$ cat config.mk
export PLATFORM = sky130hd
export DESIGN_NAME = eewr_target
export DESIGN_NICKNAME = d
export VERILOG_FILES = /design/src/rtl/eewr_pkg.sv /design/src/rtl/eewr_line_sync.sv /design/src/rtl/eewr_byte_rx.sv /design/src/rtl/eewr_target.sv
export SDC_FILE = /design/constraint.sdc
export NUM_CORES = 1
export LEC_CHECK = 0
export BUFFER_PORTS_ARGS = -buffer_cell sky130_fd_sc_hd__buf_2
export CAP_MARGIN = 10
export CORE_MARGIN = 8
export CORE_UTILIZATION = 32
export CTS_CLUSTER_DIAMETER = 40
export DETAILED_ROUTE_END_ITERATION = 10
export GPL_TIMING_DRIVEN = 1
export PLACE_DENSITY = 0.58
export RECOVER_POWER = 50
export SYNTH_ARGS = -nofsm -noshare
export SYNTH_HDL_FRONTEND = slang
export SYNTH_SLANG_ARGS = --single-unit
$ cat constraint.sdc
create_clock -name clk -period 4.2 [get_ports clk]
set_input_delay 0.42 -clock clk [delete_from_list [all_inputs] [get_ports clk]]
set_output_delay 0.42 -clock clk [all_outputs]
set_load 0.03 [all_outputs]
$ cat src/rtl/eewr_pkg.sv
package eewr_pkg;

    localparam int CODE_W    = 4;
    localparam int CS_W      = 3;
    localparam int BYTE_W    = 8;
    localparam int BIT_CNT_W = 4;

    typedef enum logic [2:0] {
        ST_IDLE,
        ST_CTRL,
        ST_ADDR,
        ST_DATA,
        ST_SKIP
    } eewr_state_e;

    typedef struct packed {
        logic start;
        logic stop;
        logic scl_rise;
        logic scl_fall;
        logic sda;
    } bus_evt_t;

    // Control byte layout: [7:4] device code, [3:1] chip select, [0] read flag
    function automatic logic ctrl_match(input logic [BYTE_W-1:0] b,
                                        input logic [CODE_W-1:0] code,
                                        input logic [CS_W-1:0]   cs);
        return (b[7:4] == code) && (b[3:1] == cs) && (b[0] == 1'b0);
    endfunction

endpackage

$ cat src/rtl/eewr_line_sync.sv
module eewr_line_sync
    import eewr_pkg::*;
#(
    parameter int STAGES = 2
) (
    input  logic     clk,
    input  logic     rst,
    input  logic     scl_i,
    input  logic     sda_i,
    output bus_evt_t evt
);

    localparam int LAST = STAGES - 1;

    logic [STAGES-1:0] scl_sr;
    logic [STAGES-1:0] sda_sr;
    logic              scl_p;
    logic              sda_p;
    logic              scl_s;
    logic              sda_s;

    generate
        for (genvar g = 0; g < STAGES; g++) begin : g_sync
            always_ff @(posedge clk) begin
                if (rst) begin
                    scl_sr[g] <= 1'b1;
                    sda_sr[g] <= 1'b1;
                end else if (g == 0) begin
                    scl_sr[g] <= scl_i;
                    sda_sr[g] <= sda_i;
                end else begin
                    scl_sr[g] <= scl_sr[(g == 0) ? 0 : g-1];
                    sda_sr[g] <= sda_sr[(g == 0) ? 0 : g-1];
                end
            end
        end
    endgenerate

    assign scl_s = scl_sr[LAST];
    assign sda_s = sda_sr[LAST];

    always_ff @(posedge clk) begin
        if (rst) begin
            scl_p <= 1'b1;
            sda_p <= 1'b1;
        end else begin
            scl_p <= scl_s;
            sda_p <= sda_s;
        end
    end

    always_comb begin
        evt.start    = scl_s & scl_p & sda_p & ~sda_s;
        evt.stop     = scl_s & scl_p & ~sda_p & sda_s;
        evt.scl_rise = scl_s & ~scl_p;
        evt.scl_fall = ~scl_s & scl_p;
        evt.sda      = sda_s;
    end

    // START and STOP only arise while SCL is steady high
    AST_COND_SCL_HIGH: assert property (@(posedge clk) disable iff (rst)
        (evt.start || evt.stop) |-> (scl_s && $past(scl_s)))
        else $error("start/stop seen without SCL high");

endmodule

$ cat src/rtl/eewr_byte_rx.sv
module eewr_byte_rx
    import eewr_pkg::*;
(
    input  logic              clk,
    input  logic              rst,
    input  bus_evt_t          evt,
    input  logic              enable,
    output logic              byte_done,
    output logic [BYTE_W-1:0] rx_byte,
    output logic              ack_slot
);

    localparam logic [BIT_CNT_W-1:0] FULL = BIT_CNT_W'(BYTE_W);

    logic [BIT_CNT_W-1:0] cnt;
    logic [BYTE_W-1:0]    shreg;

    always_ff @(posedge clk) begin
        if (rst) begin
            cnt       <= '0;
            shreg     <= '0;
            ack_slot  <= 1'b0;
            byte_done <= 1'b0;
        end else if (evt.start || evt.stop || !enable) begin
            cnt       <= '0;
            ack_slot  <= 1'b0;
            byte_done <= 1'b0;
        end else begin
            byte_done <= 1'b0;
            if (evt.scl_rise && !ack_slot && cnt < FULL) begin
                shreg <= {shreg[BYTE_W-2:0], evt.sda};
                cnt   <= cnt + 1'b1;
            end
            if (evt.scl_fall) begin
                if (ack_slot) begin
                    ack_slot <= 1'b0;
                end else if (cnt == FULL) begin
                    byte_done <= 1'b1;
                    ack_slot  <= 1'b1;
                    cnt       <= '0;
                end
            end
        end
    end

    assign rx_byte = shreg;

    AST_START_CLEARS_COUNT: assert property (@(posedge clk) disable iff (rst)
        evt.start |=> (cnt == '0 && !ack_slot))
        else $error("bit count not cleared by START");

    AST_COUNT_BOUND: assert property (@(posedge clk) disable iff (rst)
        cnt <= FULL)
        else $error("bit count overran a byte");

endmodule

$ cat src/rtl/eewr_target.sv
module eewr_target
    import eewr_pkg::*;
#(
    parameter logic [3:0] DEV_CODE    = 4'b1010,
    parameter int         PAGE_BITS   = 4,
    parameter int         SYNC_STAGES = 2
) (
    input  logic       clk,
    input  logic       rst,
    input  logic       scl_i,
    input  logic       sda_i,
    input  logic [2:0] chip_sel_i,
    input  logic       wr_busy_i,
    output logic       sda_pull_o,
    output logic       addr_load_o,
    output logic       data_valid_o,
    output logic [7:0] addr_o,
    output logic [7:0] data_o,
    output logic       commit_o
);

    localparam int ADDR_W = BYTE_W;
    localparam int HI_W   = ADDR_W - PAGE_BITS;

    bus_evt_t          evt;
    logic              byte_done;
    logic [BYTE_W-1:0] rx_byte;
    logic              ack_slot;
    eewr_state_e       state;
    logic [ADDR_W-1:0] ptr;
    logic [ADDR_W-1:0] addr_q;
    logic [BYTE_W-1:0] data_q;
    logic              ack_q;
    logic              got_data;
    logic              load_q;
    logic              valid_q;
    logic              commit_q;
    logic              unused_evt;

    assign unused_evt = evt.scl_rise ^ evt.sda;

    eewr_line_sync #(.STAGES(SYNC_STAGES)) u_sync (
        .clk   (clk),
        .rst   (rst),
        .scl_i (scl_i),
        .sda_i (sda_i),
        .evt   (evt)
    );

    eewr_byte_rx u_rx (
        .clk       (clk),
        .rst       (rst),
        .evt       (evt),
        .enable    (state != ST_IDLE),
        .byte_done (byte_done),
        .rx_byte   (rx_byte),
        .ack_slot  (ack_slot)
    );

    always_ff @(posedge clk) begin
        if (rst) begin
            state    <= ST_IDLE;
            ptr      <= '0;
            addr_q   <= '0;
            data_q   <= '0;
            ack_q    <= 1'b0;
            got_data <= 1'b0;
            load_q   <= 1'b0;
            valid_q  <= 1'b0;
            commit_q <= 1'b0;
        end else begin
            load_q   <= 1'b0;
            valid_q  <= 1'b0;
            commit_q <= 1'b0;
            if (evt.start) begin
                state    <= ST_CTRL;
                got_data <= 1'b0;
                ack_q    <= 1'b0;
            end else if (evt.stop) begin
                commit_q <= got_data;
                state    <= ST_IDLE;
                got_data <= 1'b0;
                ack_q    <= 1'b0;
            end else begin
                if (ack_slot && evt.scl_fall) begin
                    ack_q <= 1'b0;
                end
                if (byte_done) begin
                    unique case (state)
                        ST_CTRL: begin
                            if (!wr_busy_i && ctrl_match(rx_byte, DEV_CODE, chip_sel_i)) begin
                                ack_q <= 1'b1;
                                state <= ST_ADDR;
                            end else begin
                                state <= ST_SKIP;
                            end
                        end
                        ST_ADDR: begin
                            if (!wr_busy_i) begin
                                ack_q  <= 1'b1;
                                ptr    <= rx_byte;
                                addr_q <= rx_byte;
                                load_q <= 1'b1;
                                state  <= ST_DATA;
                            end else begin
                                state <= ST_SKIP;
                            end
                        end
                        ST_DATA: begin
                            if (!wr_busy_i) begin
                                ack_q    <= 1'b1;
                                data_q   <= rx_byte;
                                addr_q   <= ptr;
                                valid_q  <= 1'b1;
                                got_data <= 1'b1;
                                ptr      <= {ptr[ADDR_W-1 -: HI_W],
                                             ptr[PAGE_BITS-1:0] + 1'b1};
                            end else begin
                                state <= ST_SKIP;
                            end
                        end
                        default: ;
                    endcase
                end
            end
        end
    end

    assign sda_pull_o   = ack_q;
    assign addr_load_o  = load_q;
    assign data_valid_o = valid_q;
    assign addr_o       = addr_q;
    assign data_o       = data_q;
    assign commit_o     = commit_q;

    AST_PULL_ONLY_IN_SLOT: assert property (@(posedge clk) disable iff (rst)
        sda_pull_o |-> ack_slot)
        else $error("SDA pulled outside acknowledge slot");

    AST_NO_ACK_WHILE_BUSY: assert property (@(posedge clk) disable iff (rst)
        (byte_done && wr_busy_i) |=> (!sda_pull_o && !data_valid_o && !addr_load_o))
        else $error("byte acknowledged while busy");

    AST_SKIP_SILENT: assert property (@(posedge clk) disable iff (rst)
        (state == ST_SKIP) |-> (!sda_pull_o && !data_valid_o && !addr_load_o))
        else $error("activity while ignoring bus");

    AST_COMMIT_ON_STOP: assert property (@(posedge clk) disable iff (rst)
        commit_o |-> $past(evt.stop))
        else $error("commit without STOP");

    AST_PAGE_UPPER_FIXED: assert property (@(posedge clk) disable iff (rst)
        data_valid_o |-> (ptr[ADDR_W-1 -: HI_W] == addr_o[ADDR_W-1 -: HI_W]))
        else $error("pointer left its page");

    AST_STROBES_EXCLUSIVE: assert property (@(posedge clk) disable iff (rst)
        $onehot0({addr_load_o, data_valid_o, commit_o}))
        else $error("overlapping strobes");

endmodule

### After elaboration in Yosys (flattened, before gate mapping)

Cells that the tools add are included.

| storage, ports and cells | value |
|---|---|
| bits in registers | 52 |
| input bits | 8 |
| output and inout port bits | 20 |
| word-level logic and storage cells | 108 |

| cells by class | value |
|---|---|
| $add $sub $neg | 2 |
| $lt $le $gt $ge | 1 |
| eq/ne operators | 10 |
| mux-type cells | 24 |
| bitwise logic cells | 20 |
| reductions and logical operators | 30 |

Operator list:

| operator | count |
|---|---|
| case mux 8 bit (2 select lines) | 2 |
| two-way mux 4 bit | 5 |
| two-way mux 8 bit | 2 |
| inverter 1 bit | 13 |
| AND reduction 6 bit | 2 |
| two-way mux 1 bit | 10 |
| OR reduction 5 bit | 2 |
| two-way mux 3 bit | 3 |
| case mux 3 bit (3 select lines) | 1 |
| AND reduction 3 bit | 3 |
| nonzero test 3 bit | 3 |
| OR reduction 3 bit | 3 |
| adder 4 x 1 -> 4 bit (second input constant) | 2 |
| equality test 4 bit (second input constant) | 2 |
| bitwise AND 1 bit | 7 |
| equality test 3 x 2 -> 1 bit (second input constant) | 2 |
| logical AND 1 bit | 6 |
| inequality test 2 bit (second input constant) | 3 |
| AND reduction 5 bit | 1 |
| nonzero test 5 bit | 1 |
| < comparator 4 bit (second input constant) | 1 |
| inequality test 4 x 2 -> 1 bit (second input constant) | 1 |
| OR reduction 2 bit | 2 |
| equality test 3 x 1 -> 1 bit (second input constant) | 1 |
| 6 further kinds | 9 |

### Longest topological paths before layout

Gate-level depths: netlist (run 1).

| depth | value |
|---|---|
| depth in word-level cells | 9 |
| gate-level depth with buffers | 6 |
| depth with buffers taken out | 6 |

### Cells and area by module

From an unflattened synthesis (run 1), not the netlist that was laid out.

| unflattened totals | value |
|---|---|
| cell total of the unflattened synthesis | 235 |
| area total of the unflattened synthesis | 2237.1 µm² |

Modules (own cells, without submodules):

| module | instances | cells an instance | area each (µm²) | seq. area each (µm²) |
|---|---|---|---|---|
| eewr_target | 1 | 161 | 1416.4 | 640.6 |
| eewr_byte_rx | 1 | 57 | 623.1 | 280.3 |
| eewr_line_sync | 1 | 17 | 197.7 | 120.1 |

### Worst setup path after synthesis (run 1)

Ideal clock, no wire load.

| timing | value |
|---|---|
| path kind | input to register |
| start point | in wr_busy_i |
| end point | reg ack_q (netlist: sda_pull_o) |
| library setup time | 79 ps |
| arrival | 1512 ps |
| required time | 4121 ps |
| path slack | 2609 ps |
| stages | 4 |
| buffers on the path | 0 |
| cell sequence | or4b_4 > nor4_4 > nand4b_1 > a211oi_2 |

| between the ends | value |
|---|---|
| longest elaborated chain between the ends | 5 |
| elaborated cells between the ends (all ways) | 6 |
| those cells by class | 4 x mux; 2 x reduce/logical |

Ends and longest elaborated chain:

| element | line | source |
|---|---|---|
| start: declaration | eewr_target.sv:13 | `input logic wr_busy_i,` |
| zero test 1 bit | - |  |
| logical AND 1 bit | eewr_target.sv:91 | `if (!wr_busy_i && ctrl_match(rx_byte, DEV_CODE, chip_sel_i)) begin` |
| two-way mux 1 bit | eewr_target.sv:91 |  |
| case mux 1 bit (2 select lines) * | eewr_target.sv:89 | `unique case (state)` |
| two-way mux 1 bit * | eewr_target.sv:88 | `if (byte_done) begin` |
| end signal: assignment | eewr_target.sv:86 | `ack_q <= 1'b0;` |
| end signal: assignment | eewr_target.sv:92 | `ack_q <= 1'b1;` |
| end signal: assignment | eewr_target.sv:100 | `ack_q <= 1'b1;` |
| end: declaration | eewr_target.sv:33 | `logic ack_q;` |

Every way passes the cells marked *; elsewhere a longest branch is shown, timed or not.
A chain may end at the register's enable or synchronous reset.

### Worst setup path in the final report (run 1)

| timing | value |
|---|---|
| start point | reg state[0] |
| end point | reg data_q[7] (netlist: data_o[7]) |

| between the ends | value |
|---|---|
| longest elaborated chain between the ends | 2 |

Ends and longest elaborated chain:

| element | line | source |
|---|---|---|
| start: declaration | eewr_target.sv:29 | `eewr_state_e state;` |
| start signal: assignment | eewr_target.sv:62 | `state <= ST_IDLE;` |
| start signal: assignment | eewr_target.sv:76 | `state <= ST_CTRL;` |
| start signal: assignment | eewr_target.sv:81 | `state <= ST_IDLE;` |
| equality test 3 x 2 -> 1 bit | eewr_target.sv:89 |  |
| AND reduction 5 bit (no source line) | - |  |
| end signal: assignment | eewr_target.sv:112 | `data_q <= rx_byte;` |
| end: declaration | eewr_target.sv:32 | `logic [BYTE_W-1:0] data_q;` |

No other way between the ends.

==> flow_metrics.tcl, run 1 <==
set metrics [dict create \
    status "finished with violations" \
    violations "max-capacitance violations, max-slew violations" \
    finalSetupTns_ps 0 \
    gp_congestion 0.782 \
    netlist_area_um2 2230 \
    vias 1766 \
    initial_core_util_pct 33.0 \
    cts.path.max_buffers 2 \
    min_period_over_period_pct 54.5 \
    synth_xor_xnor_area_share_pct 2.75 \
    synthDistinctLibCells 46 \
    die_width_um 99.4 \
    cts-root-buf "clkbuf_8" \
    fmax_mhz 437 \
    setup_viol 0 \
    path_clk_slew_ps 100 \
    h-tree-depth 2 \
    synth_seq_area_share_pct 46.7 \
    cp_slowest_cell "nor2b_1" \
    cp_max_fo 14 \
    rows 30 \
    area_delta_synth_final_pct 12.5 \
    max_cap_violations 1 \
    grt_usage_pct 10.5 \
    path_cells "nor2b_1 > o2111ai_2 > mux2i_1 > nor2_1" \
    die_h_um 99.4 \
    synth_compound_area_share_pct 15.2 \
    synthMuxAreaShare_pct 8.60 \
    cts_setup_buffers 0 \
    syn_nets 250 \
    n_antenna_cell 0 \
    hpwlAfterDp_um 3400 \
    cp_num_buf_inv 0 \
    antenna_found_initial 0 \
    drtAntennaViolNets 0 \
    postRouteWirelength_um 4870 \
    io_buffers 27 \
    grt_setup_unrepaired "false" \
    hold_buffers 0 \
    clk_latency_ps 310 \
    cts_tree "yes" \
    grt_max_degree 44 \
    dieArea_um2 9890 \
    finalClockSkew_ps 11.6 \
    stdcell_area_um2 2500 \
    synth_ff_type "dfxtp_1" \
    min_path_cells 2 \
    ys_async_sr_fraction_pct 0 \
    required_ps 4330 \
    ys_top_cells_by_area "dfxtp_1, mux2i_1, nor2_1" \
    dp.cells 333 \
    avgSynthCellArea_um2 9.32 \
    wire_per_inst_um 14.3 \
    arrival_ps 2420 \
    hold_viol 0 \
    yosys.area.top_type "dfxtp_1" \
    drc 0 \
    clock_sinks 52 \
    final_cells 341 \
    cp-start-kind "register" \
    viasPerCell 5.18 \
    worstMarginPinSlew_ps 1810 \
    synth_fa_ha_area_share_pct 1.69 \
    ys_ff_latch 52 \
    p_leak_nw 0.895 \
    slew_headroom_pct -20.7 \
    cp.depth 4 \
    cts_buffers 5 \
    drive_gt1_share_pct 11.1 \
    place_area_um2 2410 \
    synth_top_family_by_area "simple AND/OR/NAND/NOR gates" \
    fin_nets 271 \
    fin_crit_ps 2290 \
    coreArea_um2 6760 \
    yosys.area_share.simple_pct 21.5 \
    path_class "register to register" \
    ioPinCount 28 \
    grt_overflow 0 \
    grt_pass1_wl_um 8480 \
    synth-edff-count 0 \
    yosys.area.top_type_share_pct 46.7 \
    ctsResizeCount 0 \
    power.density_nw_per_um2 354 \
    cp-end-kind "register" \
    final_max_slew_viol_count 44 \
    slowest_delay_ps 660 \
    ir_worst_vdd_mv 0.211 \
    worstRegToRegCells 4 \
    hold_class "primary input to register" \
    yosys_warnings 0 \
    synthCells 239 \
    drt-initial-drc-count 81 \
    grt_pass1_vias 1714 \
    critPathTopFamily "simple AND/OR/NAND/NOR gates" \
    first_pass_iters 5 \
]
-- flip-flops by register name, indices dropped and copies added, names as in the netlist, 3 cells and up --
| register | flops |
|---|---|
| addr_o | 8 |
| state | 3 |
| ptr | 8 |
| u_rx.cnt | 4 |
| data_o | 8 |
| u_rx.rx_byte | 8 |
-- power breakdown --
group / total, mW / internal [mW] / switching [mW]
clock network: 0.359 / 0.195 / 0.164
registers: 0.500 / 0.495 / 0.00438
logic: 0.0270 / 0.00987 / 0.0171
total: 0.886 / 0.700 / 0.186
-- worst reg2reg max path, stage by stage, from the launching register on --
cell,delay [ps]
dfxtp_1,580
nor2b_1,660
o2111ai_2,530
mux2i_1,290
nor2_1,60
-- cells by family (layout without fill, tap and decap cells) --
logic type | after synthesis | in the layout
and+or+nand+nor | 88 | 88
adders and majority gates | 3 | 3
DFF | 52 | 52
xor gates and xnor gates | 7 | 7
buffers and inverters | 19 | 41
muxes | 19 | 19
AOI/OAI and AO/OA | 51 | 51
-- through the flow --
| step | hold slack [ps] | utilization [%] | total power [mW] | setup slack [ps] |
|---|---|---|---|---|
| global route | 286 | 37.1 | 0.919 | 1640 |
| CTS | 285 | 37.5 | 0.901 | 1940 |
| detailed placement | 401 | 35.7 | 0.539 | 1950 |
| global placement | 391 | 35.7 | 0.538 | 2050 |
| floorplan | 389 | - | 0.530 | 2610 |
| finish | 298 | 37.1 | 0.886 | 1910 |
-- worst paths after layout --
kind	slack (ps)	endpoint	start
worst max register to register	1910	data_o[7]$_SDFFE_PP0P_	state[0]$_SDFFE_PP0P_
worst min register to register	420	u_sync.sda_s$_SDFF_PP1_	u_sync.sda_sr[0]$_SDFF_PP1_
worst max-delay path	1910	data_o[7]$_SDFFE_PP0P_	state[0]$_SDFFE_PP0P_
worst min-delay path	300	u_sync.scl_sr[0]$_SDFF_PP1_	scl_i
-- per-layer routing --
metal	wire, um	global-route usage [%]	vias up
met3	268	2.79	4
met1	2380	13.3	830
met4	81	4.54	0
li1	-	-	886
met2	2150	16.3	46
met5	0	0	-
-- final cells by class --
cell class,instances,area [um^2]
inverter,5,18.8
sequential,52,1040
multi-input combinational,168,1110
timing repair buffer,28,116
clock buffer,6,82.6
clock inverter,2,38.8
fill,715,4250
tap,80,100
-- cells in the final DEF (no fill, tap or decap), types with 3 or more instances in the layout --
| cell | count |
|---|---|
| a311oi_1 | 6 |
| o21ai_0 | 10 |
| nor2_1 | 35 |
| nand3b_1 | 3 |
| a21oi_1 | 17 |
| or2_2 | 6 |
| nand2_1 | 14 |
| mux2i_1 | 18 |
| buf_2 | 6 |
| xor2_1 | 5 |
| clkbuf_8 | 6 |
| inv_1 | 5 |
| dfxtp_1 | 52 |
| and2_1 | 3 |
| ha_1 | 3 |
| nor2b_1 | 4 |
| a211oi_1 | 5 |
| nand3_1 | 7 |
| clkbuf_1 | 21 |
-- Yosys cell counts (6+ instances only) --
| cell | count |
|---|---|
| a311oi_1 | 6 |
| or2_2 | 6 |
| a21oi_1 | 17 |
| nand3_1 | 7 |
| clkbuf_1 | 9 |
| o21ai_0 | 10 |
| dfxtp_1 | 52 |
| nand2_1 | 14 |
| mux2i_1 | 18 |
| nor2_1 | 35 |
Power figures use the tool's default switching activity.
==> inputs of run 2 (changes only) <==
Clock period 4.2 ns to 2.4 ns, I/O delays scaled along.
==> run 2 against run 1 <==
Compared with the run above: die area unchanged; setup slack lost 1400 ps; register-to-register slack got worse by 1400 ps; critical path type unchanged; sequential power increased by 75%; fmax up 21%; the flow now finishes without violations; cell area grew 0.35%; clock-buffer cell count unchanged; clock power grew 71%.
==> flow_metrics.tcl, run 2 (synthesis results as in run 1) <==
set metrics [dict create \
    layout_commonest_cell "dfxtp_1" \
    p_leak_nw 0.908 \
    cp-start-kind "register" \
    timing.rr.end "sda_pull_o$_SDFF_PP0_" \
    wire_per_inst_um 14.3 \
    grt_setup_unrepaired "false" \
    fin_nets 276 \
    min_to "u_sync.sda_sr[0]$_SDFF_PP1_" \
    min_path_cells 2 \
    final_cells 346 \
    n_antenna_cell 0 \
    cts_buffers 5 \
    final_cell_mix "dfxtp_1, nor2_1, clkbuf_1" \
    hold_class "primary input to register" \
    slew_headroom_pct 36.2 \
    hold_buffers 0 \
    die_h_um 99.4 \
    hpwlAfterDp_um 3420 \
    gp_congestion 0.831 \
    rows 30 \
    viasPerCell 4.96 \
    finalSetupTns_ps 0 \
    path_clk_slew_ps 100 \
    initial_core_util_pct 33.0 \
    clock_sinks 52 \
    r2r_slack_ps 510 \
    cts_setup_buffers 0 \
    hold_viol 0 \
    max_cap_violations 0 \
    power.density_nw_per_um2 612 \
    timing.rr.start "u_rx.rx_byte[0]$_SDFFE_PP0P_" \
    final_max_slew_viol_count 0 \
    ioPinCount 28 \
    die_width_um 99.4 \
    grt_pass1_wl_um 8510 \
    worstMarginPinSlew_ps 957 \
    dieArea_um2 9890 \
    cts_tree "yes" \
    ir_worst_vdd_mv 0.211 \
    vias 1716 \
    cp_max_fo 7 \
    stdcell_area_um2 2510 \
    path_class "register to register" \
    cts-root-buf "clkbuf_8" \
    ctsResizeCount 0 \
    fin_crit_ps 1890 \
    arrival_ps 2120 \
    worstRegToRegCells 4 \
    antenna_found_initial 0 \
    grt_max_degree 24 \
    postRouteWirelength_um 4940 \
    cts.path.max_buffers 2 \
    status "complete, no violations" \
    io_buffers 27 \
    grt_pass1_vias 1757 \
    clk_latency_ps 310 \
    drtAntennaViolNets 0 \
    dp.cells 338 \
    place_area_um2 2450 \
    drc 0 \
    required_ps 2630 \
    drt-initial-drc-count 107 \
    p_total_mw 1.54 \
    area_delta_synth_final_pct 12.9 \
    min_period_over_period_pct 78.8 \
    cp-end-kind "register" \
    coreArea_um2 6760 \
    first_pass_iters 6 \
    h-tree-depth 2 \
    fmax_mhz 529 \
    setup_viol 0 \
    grt_usage_pct 10.6 \
    grt_overflow 0 \
    finalClockSkew_ps 16.1 \
    drive_gt1_share_pct 11.7 \
    hp-start "sda_i" \
]
## run 2: cell count changes in the layout (fill, tap and decap cells not counted), sizes merged
cell | previous run | this run
buf | 7 | 11
clkinv | 1 | 0
inv | 5 | 6
clkbuf | 27 | 28
## run 2: cell type report
cell class	instances	area, um^2
timing repair buffer	33	150
inverter	5	18.8
multi-input combinational	168	1090
tap	80	100
sequential	52	1040
clock buffer	6	72.6
clock inverter	2	38.8
fill	723	4240
## run 2: worst max-delay path: stages, from the launching register on
cell      delay, ps
dfxtp_1         380
or4b_4          540
nor4_1          510
nand4b_1        190
a211oi_2        200
## run 2: power breakdown
group          internal [mW]  switching [mW]
registers              0.867         0.00761
logic                 0.0189          0.0308
clock network          0.316           0.299
## run 2: metrics by stage
stage                     worst slack (ps)  utilization [%]  hold WS (ps)
after global placement                 697             36.2           392
after detailed placement               677             36.2           393
after CTS                              634             37.9           102
after floorplan                        835                -           344
final                                  508             37.2           111
after global routing                   448             37.2           110
## run 2: how the worst max path moves through the flow
stage | endpoint | slack, ps | startpoint | cells after the start
after global placement | u_rx.rx_byte[0]$_SDFFE_PP0P_ | 700 | u_sync.scl_s$_SDFF_PP1_ | 5
after global routing | sda_pull_o$_SDFF_PP0_ | 450 | u_rx.rx_byte[0]$_SDFFE_PP0P_ | 4
final | sda_pull_o$_SDFF_PP0_ | 510 | u_rx.rx_byte[0]$_SDFFE_PP0P_ | 4
after floorplan | sda_pull_o$_SDFF_PP0_ | 840 | u_rx.rx_byte[0]$_SDFFE_PP0P_ | 4
after CTS | u_rx.rx_byte[1]$_SDFFE_PP0P_ | 630 | u_sync.scl_s$_SDFF_PP1_ | 5
after detailed placement | u_rx.rx_byte[1]$_SDFFE_PP0P_ | 680 | u_sync.scl_s$_SDFF_PP1_ | 5
## run 2: layer usage
| layer | share of wire [%] | global-route usage (%) |
|---|---|---|
| met5 | 0 | 0 |
| met4 | 1.7 | 4.89 |
| met3 | 2.9 | 2.03 |
| met2 | 43 | 16.6 |
| met1 | 53 | 13.7 |
==> inputs of run 3 (changes only) <==
Settings changed: ABC_AREA set to 1, PLACE_DENSITY 0.58 to 0.6.
Clock period 2.4 ns to 1.7 ns, I/O delays scaled along.
==> run 3 against run 2 <==
Compared with the run above: setup slack got worse by 340 ps; sequential share of layout area increased by 1.0 points; largest power group unchanged; synthesized cell count up 16%; routed wire length decreased by 7.5%; final cell count rose by 11%.
==> flow_metrics.tcl, run 3 <==
set metrics [dict create \
    path_cells "nand4_1 > nand2_1 > nor2_4 > buf_12 > nand2_2 > o21ai_0 > a21oi_1" \
    cp_slowest_cell "dfxtp_1" \
    min_period_over_period_pct 90.0 \
    p_total_mw 2.10 \
    ys_async_sr_fraction_pct 0 \
    antenna_found_initial 0 \
    initial_core_util_pct 32.6 \
    vias 1789 \
    cp-start-kind "register" \
    layout_commonest_cell "nand2_1" \
    synth-edff-count 0 \
    fin_crit_ps 1530 \
    grt_pass1_vias 1729 \
    max_cap_violations 0 \
    postRouteWirelength_um 4570 \
    synth_seq_area_share_pct 47.8 \
    drt-initial-drc-count 82 \
    cp_max_fo 24 \
    syn_nets 289 \
    yosys.area.top_type "dfxtp_1" \
    cts_buffers 5 \
    cp_num_buf_inv 1 \
    arrival_ps 1770 \
    stdcell_area_um2 2450 \
    dp.cells 379 \
    finalClockSkew_ps 7.79 \
    final_cells 385 \
    cp-end-kind "register" \
    p_leak_nw 0.975 \
    n_antenna_cell 0 \
    ir_worst_vdd_mv 0.423 \
    synthCells 278 \
    gp_congestion 0.871 \
    hpwlAfterDp_um 3380 \
    area_delta_synth_final_pct 12.8 \
    hold_buffers 0 \
    clock_sinks 52 \
    final_max_slew_viol_count 0 \
    grt_usage_pct 9.97 \
    required_ps 1940 \
    grt_overflow 0 \
    hold_class "primary input to register" \
    clk_latency_ps 300 \
    drtAntennaViolNets 0 \
    netlist_area_um2 2180 \
    viasPerCell 4.65 \
    slew_headroom_pct 59.4 \
    slowest_delay_ps 430 \
    ctsResizeCount 0 \
    cts_setup_buffers 0 \
    yosys.area.top_type_share_pct 47.8 \
    ys_top_cells_by_area "dfxtp_1, nand2_1, a21oi_1" \
    rows 30 \
    grt_setup_unrepaired "false" \
    die_h_um 98.5 \
    cts_tree "yes" \
    setup_viol 0 \
    io_buffers 27 \
    cts.path.max_buffers 2 \
    path_clk_slew_ps 90 \
    drc 0 \
    worstMarginPinSlew_ps 610 \
    yosys_warnings 0 \
    path_class "register to register" \
    power.density_nw_per_um2 856 \
    cts-root-buf "clkbuf_8" \
    grt_pass1_wl_um 7980 \
    hold_viol 0 \
    final_core_util_pct 36.7 \
    h-tree-depth 2 \
    die_width_um 98.5 \
    place_area_um2 2390 \
    ys_ff_latch 52 \
    critPathTopFamily "simple AND/OR/NAND/NOR gates" \
    fin_nets 317 \
    coreArea_um2 6680 \
    dieArea_um2 9690 \
    status "complete, no violations" \
    finalSetupTns_ps 0 \
    first_pass_iters 4 \
    grt_max_degree 35 \
    wire_per_inst_um 11.9 \
    final_cell_mix "nand2_1, dfxtp_1, inv_1" \
    synthDistinctLibCells 26 \
    fmax_mhz 654 \
    avgSynthCellArea_um2 7.83 \
    n_fill_cell 734 \
    synth_common_cells "dfxtp_1, nand2_1, inv_1, a21oi_1, o21ai_0" \
    synth_ff_type "dfxtp_1" \
    ioPinCount 28 \
    drive_gt1_share_pct 11.5 \
]
[run 3: kinds of logic (layout without fill, tap and decap cells)]
family,count (synthesis),count (layout),synth area share [%]
AO/OA/AOI/OAI,75,75,18.7
XOR/XNOR,3,3,1.21
adder cells (fa/ha/maj),3,3,1.73
buffers and inverters,46,73,9.14
flip-flops,52,52,47.8
AND/OR/NAND/NOR,99,99,21.4
[run 3: final timing paths]
kind                                                  start                          end  slack (ps)  cells past startpoint
worst max-delay path                u_sync.scl_p$_SDFF_PP1_          ptr[5]$_SDFFE_PP0P_         170                      7
worst min-delay path                                  sda_i  u_sync.sda_sr[0]$_SDFF_PP1_          50                      2
worst max register to register      u_sync.scl_p$_SDFF_PP1_          ptr[5]$_SDFFE_PP0P_         170                      7
worst min register to register  u_sync.sda_sr[0]$_SDFF_PP1_      u_sync.sda_s$_SDFF_PP1_         420                      1
[run 3: per-stage QoR]
step | setup WS (ps) | hold WS (ps)
after floorplan | 481 | 274
after global placement | 266 | 357
after detailed placement | 267 | 356
after CTS | 235 | 36.4
after global routing | 37.0 | 30.9
final | 170 | 46.7
[run 3: worst reg2reg max path: stages, from the launching register on]
cell and delay (ps):
dfxtp_1 430, nand4_1 200, nand2_1 300, nor2_4 60, buf_12 160, nand2_2 110
o21ai_0 90, a21oi_1 140
[run 3: final cells by class]
cell class,instances,area [um^2],share of cell area (%)
timing repair buffer,30,141,5.76
inverter,37,139,5.66
tap,80,100,4.08
clock buffer,5,68.8,2.80
multi-input combinational,180,933,38.0
sequential,52,1040,42.4
clock inverter,1,30.0,1.22
[run 3: routing by layer]
metal,GRT usage (%),vias to the layer above,share of wire [%]
li1,-,958,-
met1,11.7,792,47
met2,16.4,35,47
met3,3.52,4,5.1
met4,3.54,0,0.94
met5,0,-,0
[run 3: where the power goes]
| part | total (mW) | switching, mW | internal, mW |
|---|---|---|---|
| sequential | 1.23 | 0.00642 | 1.23 |
| combinational | 0.0728 | 0.0505 | 0.0223 |
| clock | 0.795 | 0.372 | 0.423 |
| total | 2.10 | 0.429 | 1.67 |
